`config.mk`:
```
export PLATFORM = sky130hd
export DESIGN_NAME = mac_dest_filter
export DESIGN_NICKNAME = d
export VERILOG_FILES = /design/src/rtl/mdf_pkg.sv /design/src/rtl/mdf_seq.sv /design/src/rtl/mdf_crc.sv /design/src/rtl/mdf_cmp.sv /design/src/rtl/mdf_decide.sv /design/src/rtl/mac_dest_filter.sv
export SDC_FILE = /design/constraint.sdc
export NUM_CORES = 1
export LEC_CHECK = 0
export CAP_MARGIN = 20
export CORE_UTILIZATION = 40
export DETAILED_ROUTE_END_ITERATION = 7
export GPL_TIMING_DRIVEN = 0
export PLACE_DENSITY = 0.71
export REMOVE_ABC_BUFFERS = 1
export SLEW_MARGIN = 20
export SYNTH_ARGS = -nofsm -noshare
export SYNTH_HDL_FRONTEND = slang
export SYNTH_SLANG_ARGS = --single-unit
```
`constraint.sdc`:
```
create_clock -name clk -period 4.2 [get_ports clk]
set_clock_uncertainty 0.2 [all_clocks]
set_input_delay 0.63 -clock clk [delete_from_list [all_inputs] [get_ports clk]]
set_output_delay 0.63 -clock clk [all_outputs]
set_load 0.05 [all_outputs]
```
`src/rtl/mdf_pkg.sv`:
```
// Shared constants and types for the destination address filter.
// Assumes the standard six-byte MAC address and a CRC-32 hash source.
package mdf_pkg;

    localparam int unsigned OCTET_W = 8;

    // Address class, fixed by the broadcast > multicast > unicast priority.
    typedef enum logic [1:0] {
        DST_UNICAST   = 2'd0,
        DST_MULTICAST = 2'd1,
        DST_BROADCAST = 2'd2
    } dst_kind_e;

endpackage

```
`src/rtl/mdf_seq.sv`:
```
// Byte sequencer: tracks the position within the destination address.
// Assumes byte_sof is meaningful only when byte_vld is high. A new
// start-of-frame always restarts at position 0.
module mdf_seq #(
    parameter int unsigned ADDR_BYTES = 6,
    parameter int unsigned CNT_W      = $clog2(ADDR_BYTES + 1)
) (
    input  logic             clk,
    input  logic             rst_n,
    input  logic             byte_vld,
    input  logic             byte_sof,
    output logic             take,
    output logic             first,
    output logic             last,
    output logic [CNT_W-1:0] idx
);

    localparam logic [CNT_W-1:0] LAST_POS = CNT_W'(ADDR_BYTES - 1);

    logic             busy_q;
    logic [CNT_W-1:0] cnt_q;

    // Decode which incoming byte belongs to the address, and where it sits.
    always_comb begin
        first = byte_vld && byte_sof;
        take  = byte_vld && (byte_sof || busy_q);
        idx   = byte_sof ? '0 : cnt_q;
        last  = take && (idx == LAST_POS);
    end

    // Advance the position counter; stop after the final address byte.
    always_ff @(posedge clk) begin
        if (!rst_n) begin
            busy_q <= 1'b0;
            cnt_q  <= '0;
        end else if (first) begin
            busy_q <= 1'b1;
            cnt_q  <= CNT_W'(1);
        end else if (take) begin
            busy_q <= (cnt_q != LAST_POS);
            cnt_q  <= cnt_q + CNT_W'(1);
        end
    end

    // the counter never runs past the address length
    p_cnt_bound_r9: assert property (@(posedge clk) disable iff (!rst_n)
        cnt_q <= CNT_W'(ADDR_BYTES));

    // an idle sequencer only wakes on a start-of-frame byte
    p_wake_on_sof_r9: assert property (@(posedge clk) disable iff (!rst_n)
        (!busy_q && !first) |=> !busy_q);

endmodule

```
`src/rtl/mdf_crc.sv`:
```
// Running CRC over the address bytes; exposes the hash bin of the
// CRC that includes the byte currently presented.
// Assumes one byte per take cycle, fed bit 0 first, preset to all ones.
module mdf_crc #(
    parameter int unsigned   CRC_W      = 32,
    parameter logic [31:0]   CRC_POLY   = 32'h04C1_1DB7,
    parameter int unsigned   HASH_IDX_W = 6
) (
    input  logic                  clk,
    input  logic                  rst_n,
    input  logic                  take,
    input  logic                  first,
    input  logic [7:0]            dat,
    output logic [HASH_IDX_W-1:0] hash_idx
);

    localparam logic [CRC_W-1:0] POLY = CRC_W'(CRC_POLY);

    logic [CRC_W-1:0] crc_q;
    logic [CRC_W-1:0] crc_nxt;

    // Fold one byte, least significant bit first, into the shift register.
    always_comb begin
        crc_nxt = first ? '1 : crc_q;
        for (int b = 0; b < 8; b++) begin
            if (crc_nxt[CRC_W-1] ^ dat[b]) begin
                crc_nxt = {crc_nxt[CRC_W-2:0], 1'b0} ^ POLY;
            end else begin
                crc_nxt = {crc_nxt[CRC_W-2:0], 1'b0};
            end
        end
        hash_idx = crc_nxt[CRC_W-1 -: HASH_IDX_W];
    end

    // Keep the partial CRC between address bytes.
    always_ff @(posedge clk) begin
        if (!rst_n) begin
            crc_q <= '1;
        end else if (take) begin
            crc_q <= crc_nxt;
        end
    end

    // bytes not belonging to an address leave the CRC untouched
    p_crc_idle_r9: assert property (@(posedge clk) disable iff (!rst_n)
        !take |=> $stable(crc_q));

endmodule

```
`src/rtl/mdf_cmp.sv`:
```
// Address classifier: per-byte comparison against the station address,
// the all-ones broadcast check and the group bit of the first byte.
// Assumes the station address is stable while an address is received.
module mdf_cmp #(
    parameter int unsigned ADDR_BYTES = 6,
    parameter int unsigned CNT_W      = $clog2(ADDR_BYTES + 1),
    parameter int unsigned ADDR_W     = ADDR_BYTES * 8
) (
    input  logic              clk,
    input  logic              rst_n,
    input  logic              take,
    input  logic              first,
    input  logic [CNT_W-1:0]  idx,
    input  logic [7:0]        dat,
    input  logic [ADDR_W-1:0] station_addr,
    output logic              uni_hit,
    output logic              all_ones,
    output logic              group
);

    logic [7:0] sta_byte [ADDR_BYTES];
    logic [7:0] sta_sel;
    logic       hit_q;
    logic       ones_q;
    logic       grp_q;

    // Split the station address into bytes in receive order.
    for (genvar g = 0; g < ADDR_BYTES; g++) begin : g_sta
        assign sta_byte[g] = station_addr[g*8 +: 8];
    end

    // Pick the station byte for this position and fold in the new byte.
    always_comb begin
        sta_sel = 8'h00;
        for (int k = 0; k < ADDR_BYTES; k++) begin
            if (idx == CNT_W'(k)) begin
                sta_sel = sta_byte[k];
            end
        end
        uni_hit  = (first ? 1'b1 : hit_q)  && (dat == sta_sel);
        all_ones = (first ? 1'b1 : ones_q) && (dat == 8'hFF);
        group    =  first ? dat[0] : grp_q;
    end

    // Carry the running flags between address bytes.
    always_ff @(posedge clk) begin
        if (!rst_n) begin
            hit_q  <= 1'b0;
            ones_q <= 1'b0;
            grp_q  <= 1'b0;
        end else if (take) begin
            hit_q  <= uni_hit;
            ones_q <= all_ones;
            grp_q  <= group;
        end
    end

    // the group bit is fixed by the first byte only
    p_group_fixed_r3: assert property (@(posedge clk) disable iff (!rst_n)
        (take && !first) |=> $stable(grp_q));

    // the broadcast flag can only survive an all-ones byte
    p_ones_byte_r2: assert property (@(posedge clk) disable iff (!rst_n)
        (take && all_ones) |-> (dat == 8'hFF));

endmodule

```
`src/rtl/mdf_decide.sv`:
```
// Verdict stage: classifies the address, applies the enables and the
// hash table, and registers done and accept.
// Assumes the enables and hash table are stable during an address.
module mdf_decide
    import mdf_pkg::*;
#(
    parameter int unsigned HASH_IDX_W = 6,
    parameter int unsigned HASH_W     = 1 << HASH_IDX_W
) (
    input  logic                  clk,
    input  logic                  rst_n,
    input  logic                  first,
    input  logic                  last,
    input  logic                  promisc_en,
    input  logic                  bcast_en,
    input  logic                  mcast_en,
    input  logic [HASH_W-1:0]     hash_tbl,
    input  logic [HASH_IDX_W-1:0] hash_idx,
    input  logic                  uni_hit,
    input  logic                  all_ones,
    input  logic                  group,
    output logic                  done,
    output logic                  accept
);

    dst_kind_e kind;
    logic      verdict;

    // Rank the address class, then apply the matching rule.
    always_comb begin
        if (all_ones) begin
            kind = DST_BROADCAST;
        end else if (group) begin
            kind = DST_MULTICAST;
        end else begin
            kind = DST_UNICAST;
        end
        unique case (kind)
            DST_BROADCAST: verdict = bcast_en;
            DST_MULTICAST: verdict = mcast_en && hash_tbl[hash_idx];
            default:       verdict = uni_hit;
        endcase
        if (promisc_en) begin
            verdict = 1'b1;
        end
    end

    // Register the verdict at the last byte and clear it on a new frame.
    always_ff @(posedge clk) begin
        if (!rst_n) begin
            done   <= 1'b0;
            accept <= 1'b0;
        end else begin
            done <= last;
            if (last) begin
                accept <= verdict;
            end else if (first) begin
                accept <= 1'b0;
            end
        end
    end

    // done is a single-cycle pulse
    p_done_pulse_r6: assert property (@(posedge clk) disable iff (!rst_n)
        done |=> !done);

    // accept holds between frames
    p_accept_hold_r7: assert property (@(posedge clk) disable iff (!rst_n)
        (!first && !last) |=> $stable(accept));

    // a start-of-frame byte clears the previous verdict
    p_sof_clear_r7: assert property (@(posedge clk) disable iff (!rst_n)
        (first && !last) |=> !accept);

    // promiscuous mode always accepts
    p_promisc_r1: assert property (@(posedge clk) disable iff (!rst_n)
        (last && promisc_en) |=> (accept && done));

    // broadcast is dropped when its enable is off
    p_bcast_off_r2: assert property (@(posedge clk) disable iff (!rst_n)
        (last && all_ones && !promisc_en && !bcast_en) |=> !accept);

    // multicast is dropped when its enable is off
    p_mcast_off_r3: assert property (@(posedge clk) disable iff (!rst_n)
        (last && group && !all_ones && !promisc_en && !mcast_en) |=> !accept);

endmodule

```
`src/rtl/mac_dest_filter.sv`:
```
// Top of the destination address filter. Wires the sequencer, CRC hash,
// address classifier and verdict stage together.
// Assumes a byte stream with byte_sof qualified by byte_vld, and
// configuration held constant while an address is being received.
module mac_dest_filter #(
    parameter int unsigned ADDR_BYTES = 6,
    parameter int unsigned HASH_IDX_W = 6,
    parameter int unsigned CRC_W      = 32,
    parameter logic [31:0] CRC_POLY   = 32'h04C1_1DB7,
    parameter int unsigned ADDR_W     = ADDR_BYTES * 8,
    parameter int unsigned HASH_W     = 1 << HASH_IDX_W
) (
    input  logic              clk,
    input  logic              rst_n,
    input  logic              promisc_en,
    input  logic              bcast_en,
    input  logic              mcast_en,
    input  logic [ADDR_W-1:0] station_addr,
    input  logic [HASH_W-1:0] hash_tbl,
    input  logic              byte_vld,
    input  logic              byte_sof,
    input  logic [7:0]        byte_dat,
    output logic              done,
    output logic              accept
);

    localparam int unsigned CNT_W = $clog2(ADDR_BYTES + 1);

    logic                  take;
    logic                  first;
    logic                  last;
    logic [CNT_W-1:0]      idx;
    logic [HASH_IDX_W-1:0] hash_idx;
    logic                  uni_hit;
    logic                  all_ones;
    logic                  group;

    mdf_seq #(
        .ADDR_BYTES (ADDR_BYTES),
        .CNT_W      (CNT_W)
    ) i_seq (
        .clk      (clk),
        .rst_n    (rst_n),
        .byte_vld (byte_vld),
        .byte_sof (byte_sof),
        .take     (take),
        .first    (first),
        .last     (last),
        .idx      (idx)
    );

    mdf_crc #(
        .CRC_W      (CRC_W),
        .CRC_POLY   (CRC_POLY),
        .HASH_IDX_W (HASH_IDX_W)
    ) i_crc (
        .clk      (clk),
        .rst_n    (rst_n),
        .take     (take),
        .first    (first),
        .dat      (byte_dat),
        .hash_idx (hash_idx)
    );

    mdf_cmp #(
        .ADDR_BYTES (ADDR_BYTES),
        .CNT_W      (CNT_W),
        .ADDR_W     (ADDR_W)
    ) i_cmp (
        .clk          (clk),
        .rst_n        (rst_n),
        .take         (take),
        .first        (first),
        .idx          (idx),
        .dat          (byte_dat),
        .station_addr (station_addr),
        .uni_hit      (uni_hit),
        .all_ones     (all_ones),
        .group        (group)
    );

    mdf_decide #(
        .HASH_IDX_W (HASH_IDX_W),
        .HASH_W     (HASH_W)
    ) i_decide (
        .clk        (clk),
        .rst_n      (rst_n),
        .first      (first),
        .last       (last),
        .promisc_en (promisc_en),
        .bcast_en   (bcast_en),
        .mcast_en   (mcast_en),
        .hash_tbl   (hash_tbl),
        .hash_idx   (hash_idx),
        .uni_hit    (uni_hit),
        .all_ones   (all_ones),
        .group      (group),
        .done       (done),
        .accept     (accept)
    );

endmodule

```
==> results.cfg, run 1 <==
[status]
outcome = complete, no violations

[timing]
period_needed_ns = 3.94
fin_ws_ns = 0.258
tightest_slew_ns = 0.813
timing.final.crit_share_pct = 93.8
rsz0062_at_grt = false
finalHoldViolations = 0
fmax_ghz = 0.254
setup_viol = 0
relSlewSlack_pct = 45.7
setup_tns_ns = 0
slew_viol_final = 0

[clock_network]
clockBufferDepth = 2
htreeDepth = 2
path_clk_slew_ns = 0.08
cts_tree = done
cts_hold_buf = 0
clock_latency_ns = 0.30
cts-buffers-inserted = 5
cts.sinks = 41
root_buffer = clkbuf_8

[routing]
wl_per_cell_um = 16.0
firstDrtPassIters = 4
via_count = 3781
routed_wl_um = 11400
postRouteAntennaNets = 0
via_per_inst = 5.30
drc = 0
drt-initial-drc-count = 142

[die]
die_y_um = 101
dieArea_um2 = 10300
pin_count = 129
start_util_pct = 42.0
std_cell_rows = 35
die_w_um = 101
core-area_um2 = 9420

[logic_synthesis]
ys_seq_area_share_pct = 20.8
ys_ff_latch = 41
syn_inst = 480
synth_cell_type_count = 68
ys.flop_type = dfxtp_1
synth_area_um2 = 3950
avgSynthCellArea_um2 = 8.23
synthesis.yosys.warnings = 0
ys_async_sr_fraction_pct = 0
synth_edf_count = 0

[critical_path]
critPathBufInv = 1
worstPathArrival_ns = 3.97
required_ns = 4.23
endpoint_kind = flip-flop
crit_type = in2reg
cpMaxStageDelayCell = clkdlybuf4s50_1
crit_path_start_kind = input port
cp.depth = 11
cpPeakStageDelay_ns = 0.74
ff2ff_path_depth = 11
path_max_fanout = 15
crit_family = compound AO/OA/AOI/OAI gates
path_cells = clkdlybuf4s50_1 -> and2_4 -> nor2_1 -> xnor2_4 -> xor2_2 -> nor2_2 -> a22o_1 -> a2111oi_4 -> a21oi_2 -> a311o_1 -> a31oi_1

[final_layout]
fin_util_pct = 57.3
antennaDiodeCount = 0
finalNetCount = 713
drive_gt1_share_pct = 8.05
final_common_cell = clkdlybuf4s50_1
final_cell_mix = 126 x clkdlybuf4s50_1, 82 x nand2_1, 57 x xnor2_1
fin_cells = 713
areaGrowthSynthToFinish_pct = 36.4

[placed_design]
io_buffers = 128
gp_congestion = 0.835
hpwlAfterDp_um = 8640
dp_slack_ns = -1.35
dp_cells = 705

[global_routing]
grt_max_degree = 42
first_global_vias = 3719
grt_first_pass_wirelength_um = 18400
overflow = 0
antenna_found_initial = 0
grt.total_usage_pct = 22.7

[job]
drv_cap = 0

[power]
ir_worst_vdd_uv = 209
power.total_mw = 2.09
leakage_nw = 2.09
p_per_area_nw_per_um2 = 388

[hold_path]
hold_path_depth = 2
holdCritPathClass = reg2reg
-- state kept, by name (all words and copies together), names as in the netlist --
| register | cells |
|---|---|
| i_decide.accept | 1 |
| i_cmp.hit_q | 1 |
| i_cmp.ones_q | 1 |
| i_seq.cnt_q | 3 |
| i_crc.crc_q | 32 |
| i_seq.busy_q | 1 |
| i_cmp.grp_q | 1 |
| i_decide.done | 1 |
-- where the power goes --
part	internal [mW]	total [mW]	switching, mW
clock	0.173	0.313	0.140
combinational	0.658	1.30	0.645
sequential	0.435	0.475	0.0402
-- cell families (layout without fill, tap and decap cells) --
family	Yosys count	after routing	synth area share [%]
AND/OR/NAND/NOR	161	162	17.8
AO/OA/AOI/OAI	104	104	19.2
XOR/XNOR	98	98	25.9
flip-flops	41	41	20.8
buffers and inverters	39	142	5.51
multiplexers	35	35	10.2
adder cells (fa/ha/maj)	2	2	0.633
-- cell usage after synthesis (6+ instances only) --
cell type,n,area [µm²]
dfxtp_1,41,821
xnor2_1,57,499
a21oi_1,17,85.1
mux2i_1,23,230
nand2_1,83,312
xor2_1,27,236
clkbuf_1,19,71.3
mux2_2,6,67.6
o211ai_1,28,210
nand3_1,6,30.0
nor2_1,37,139
o21ai_0,13,65.1
-- path summary, 6_finish.rpt --
check	endpoint	slack, ns	start
max	i_decide.accept	0.26	byte_vld
min	i_cmp.hit_q	0.26	i_cmp.hit_q
max reg2reg	i_decide.accept	0.83	i_crc.crc_q[28]
min reg2reg	i_cmp.hit_q	0.26	i_cmp.hit_q
-- worst reg2reg max path, delay by kind of cell, from the launching register on --
family,cells,cell delay (ns)
AND/OR/NAND/NOR,2,0.60
buffers and inverters,1,0.22
AO/OA/AOI/OAI,5,1.22
flip-flops,1,0.48
multiplexers,1,0.16
XOR/XNOR,2,0.44
-- layout make-up --
type | count | area [µm²]
sequential | 41 | 821
clock inverter | 2 | 35.0
fill | 858 | 4020
tap | 129 | 161
clock buffer | 5 | 68.8
timing repair buffer | 131 | 1350
inverter | 4 | 15.0
multi-input combinational | 401 | 2940
-- layer usage --
layer,GRT usage (%),vias up,share of wire [%]
li1,-,1883,-
met1,28.1,1780,43
met2,40.7,103,49
met3,4.07,15,6.3
met4,5.69,0,1.4
met5,0,-,0
-- metrics by stage --
stage,instance area [µm²],hold WS (ns)
finish,5390,0.261
global route,5390,0.301
CTS,5380,0.264
detailed placement,5270,0.251
global placement,5190,0.238
floorplan,3750,0.231
-- timing repair --
item	4_1_cts	5_1_grt
gates resized for setup	5	1
setup endpoints to repair	17	1
gates cloned	0	1
setup buffers	0	0
endpoints found under the hold margin	0	0
No activity file was read; power rests on OpenSTA's default activity.
==> inputs of run 2 (changes only) <==
- CORE_UTILIZATION: 40 -> 47
- PLACE_DENSITY: 0.71 -> 0.81
==> run 2 against run 1 <==
  * Flip-flop and latch count unchanged
  * Largest cell class unchanged
  * Cell count decreased by 3.5%
  * Critical endpoint unchanged
  * Register-to-register slack about the same
  * Sequential power about the same
  * Critical path depth unchanged
  * Cell area decreased by 1.4%
==> results.cfg, run 2 (synthesis results as in run 1) <==
[final_layout]
areaGrowthSynthToFinish_pct = 34.4
largest-register = i_crc.crc_q
seq_area_um2 = 821
final_common_cell = clkdlybuf4s50_1
top_regs = i_crc.crc_q (32), i_seq.cnt_q (3)
n_fill_cell = 695
antennaDiodeCount = 0
finalNetCount = 711
final_cell_mix = 126 x clkdlybuf4s50_1, 83 x nand2_1, 57 x xnor2_1
drive_gt1_share_pct = 7.72
multi_input_area_um2 = 2930
fin_util_pct = 65.0
largest_reg_flops = 32

[critical_path]
path_max_fanout = 29
r2r-start = i_crc.crc_q[28]
reg2reg_to = i_decide.accept
crit_type = in2reg
crit_path_start_kind = input port
required_ns = 4.23
ff2ff_path_depth = 10
crit_start = byte_vld
cp-endpoint = i_decide.accept
r2r_setup_slack_ns = 0.82
endpoint_kind = flip-flop
worstPathArrival_ns = 4.05

[global_routing]
grt_first_pass_wirelength_um = 18000
grt.total_usage_pct = 26.0
first_global_vias = 3778
grt_max_degree = 42
overflow = 0
antenna_found_initial = 0

[routing]
via_count = 3840
postRouteAntennaNets = 0
drt-initial-drc-count = 203
firstDrtPassIters = 5
routed_wl_um = 11300
via_per_inst = 5.58
drc = 0
wl_per_cell_um = 16.4

[timing]
relSlewSlack_pct = 39.7
slew_viol_final = 0
hold_ws_ns = 0.261
setup_tns_ns = 0
timing.final.crit_share_pct = 95.5
rsz0062_at_grt = false
finalHoldViolations = 0
period_needed_ns = 4.01
tightest_slew_ns = 0.898
fmax_ghz = 0.249
setup_viol = 0

[clock_network]
cts.sinks = 41
path_clk_slew_ns = 0.08
root_buffer = clkbuf_8
clockBufferDepth = 2
cts-buffers-inserted = 5
cts_tree = done
clock_latency_ns = 0.30
cts_hold_buf = 0
htreeDepth = 2

[job]
drv_cap = 0

[die]
die_w_um = 93.7
core-area_um2 = 8180
pin_count = 129
start_util_pct = 48.3
std_cell_rows = 33
die_y_um = 93.7
dieArea_um2 = 8780

[placed_design]
io_buffers = 128
hpwlAfterDp_um = 8680
gp_congestion = 0.832

[power]
ir_worst_vdd_uv = 231
power.total_mw = 2.05
p_per_area_nw_per_um2 = 385
leakage_nw = 2.07

[status]
outcome = complete, no violations

[hold_path]
worstHoldStart = i_cmp.hit_q
holdCritPathClass = reg2reg
[run 2: cell count changes in the layout (fill, tap and decap cells not counted), sizes merged]
| cell | previous run | this run |
|---|---|---|
| buf | 4 | 3 |
| bufinv | 1 | 0 |
| and2 | 4 | 3 |
| clkbuf | 5 | 6 |
| clkinv | 1 | 2 |
[run 2: critical path, stage by stage]
cell             delay, ns
clkdlybuf4s50_1       0.69
and2_4                0.44
nor2_1                0.18
xnor2_4               0.33
xor2_2                0.43
nor2_2                0.11
a22o_1                0.27
a2111oi_4             0.36
a21oi_2               0.08
a311o_1               0.37
a31oi_1               0.15
[run 2: stage by stage]
step                setup slack, ns  cell area [µm²]  instances
floorplan                     0.451             3750        445
global placement              -1.41             5160        678
detailed placement            -1.30             5210        680
CTS                          0.0829             5310        688
global route                 0.0276             5310        688
finish                        0.187             5310        688
[run 2: layout make-up]
class	instances	area share (%)
Clock buffer	6	1.55
Clock inverter	2	0.259
Inverter	4	0.283
Multi-Input combinational cell	400	55.1
Sequential cell	41	15.4
Tap cell	105	2.47
Timing Repair Buffer	130	24.8
[run 2: routing by layer]
layer / GRT usage (%) / wire length (µm)
met1: 30.0 / 4440
met2: 47.6 / 5700
met3: 5.74 / 881
met4: 7.31 / 232
met5: 0 / 0
[run 2: how the worst min path moves through the flow]
| stage | end | slack, ns | depth (start not counted) |
|---|---|---|---|
| 2_1_floorplan | i_cmp.hit_q | 0.23 | 2 |
| 3_3_place_gp | i_cmp.hit_q | 0.24 | 2 |
| 3_5_place_dp | i_cmp.hit_q | 0.25 | 2 |
| 4_1_cts | i_cmp.hit_q | 0.26 | 2 |
| 5_1_grt | i_cmp.hit_q | 0.28 | 2 |
| 6_report | i_cmp.hit_q | 0.26 | 2 |
[run 2: power breakdown]
group          internal, mW  leakage [nW]  total (mW)  switching (mW)
registers             0.435         0.339       0.475          0.0406
clock network         0.133        0.0512       0.278           0.144
logic                 0.642          1.68        1.29           0.653
total                  1.21          2.07        2.05           0.838
[run 2: timing repair]
action / 4_1_cts / 5_1_grt
cloned: 0 / 0
resized for setup: 5 / 1
endpoints found under the setup margin: 16 / 1
endpoints found under the hold margin: 0 / 0
buffers inserted: 0 / 0
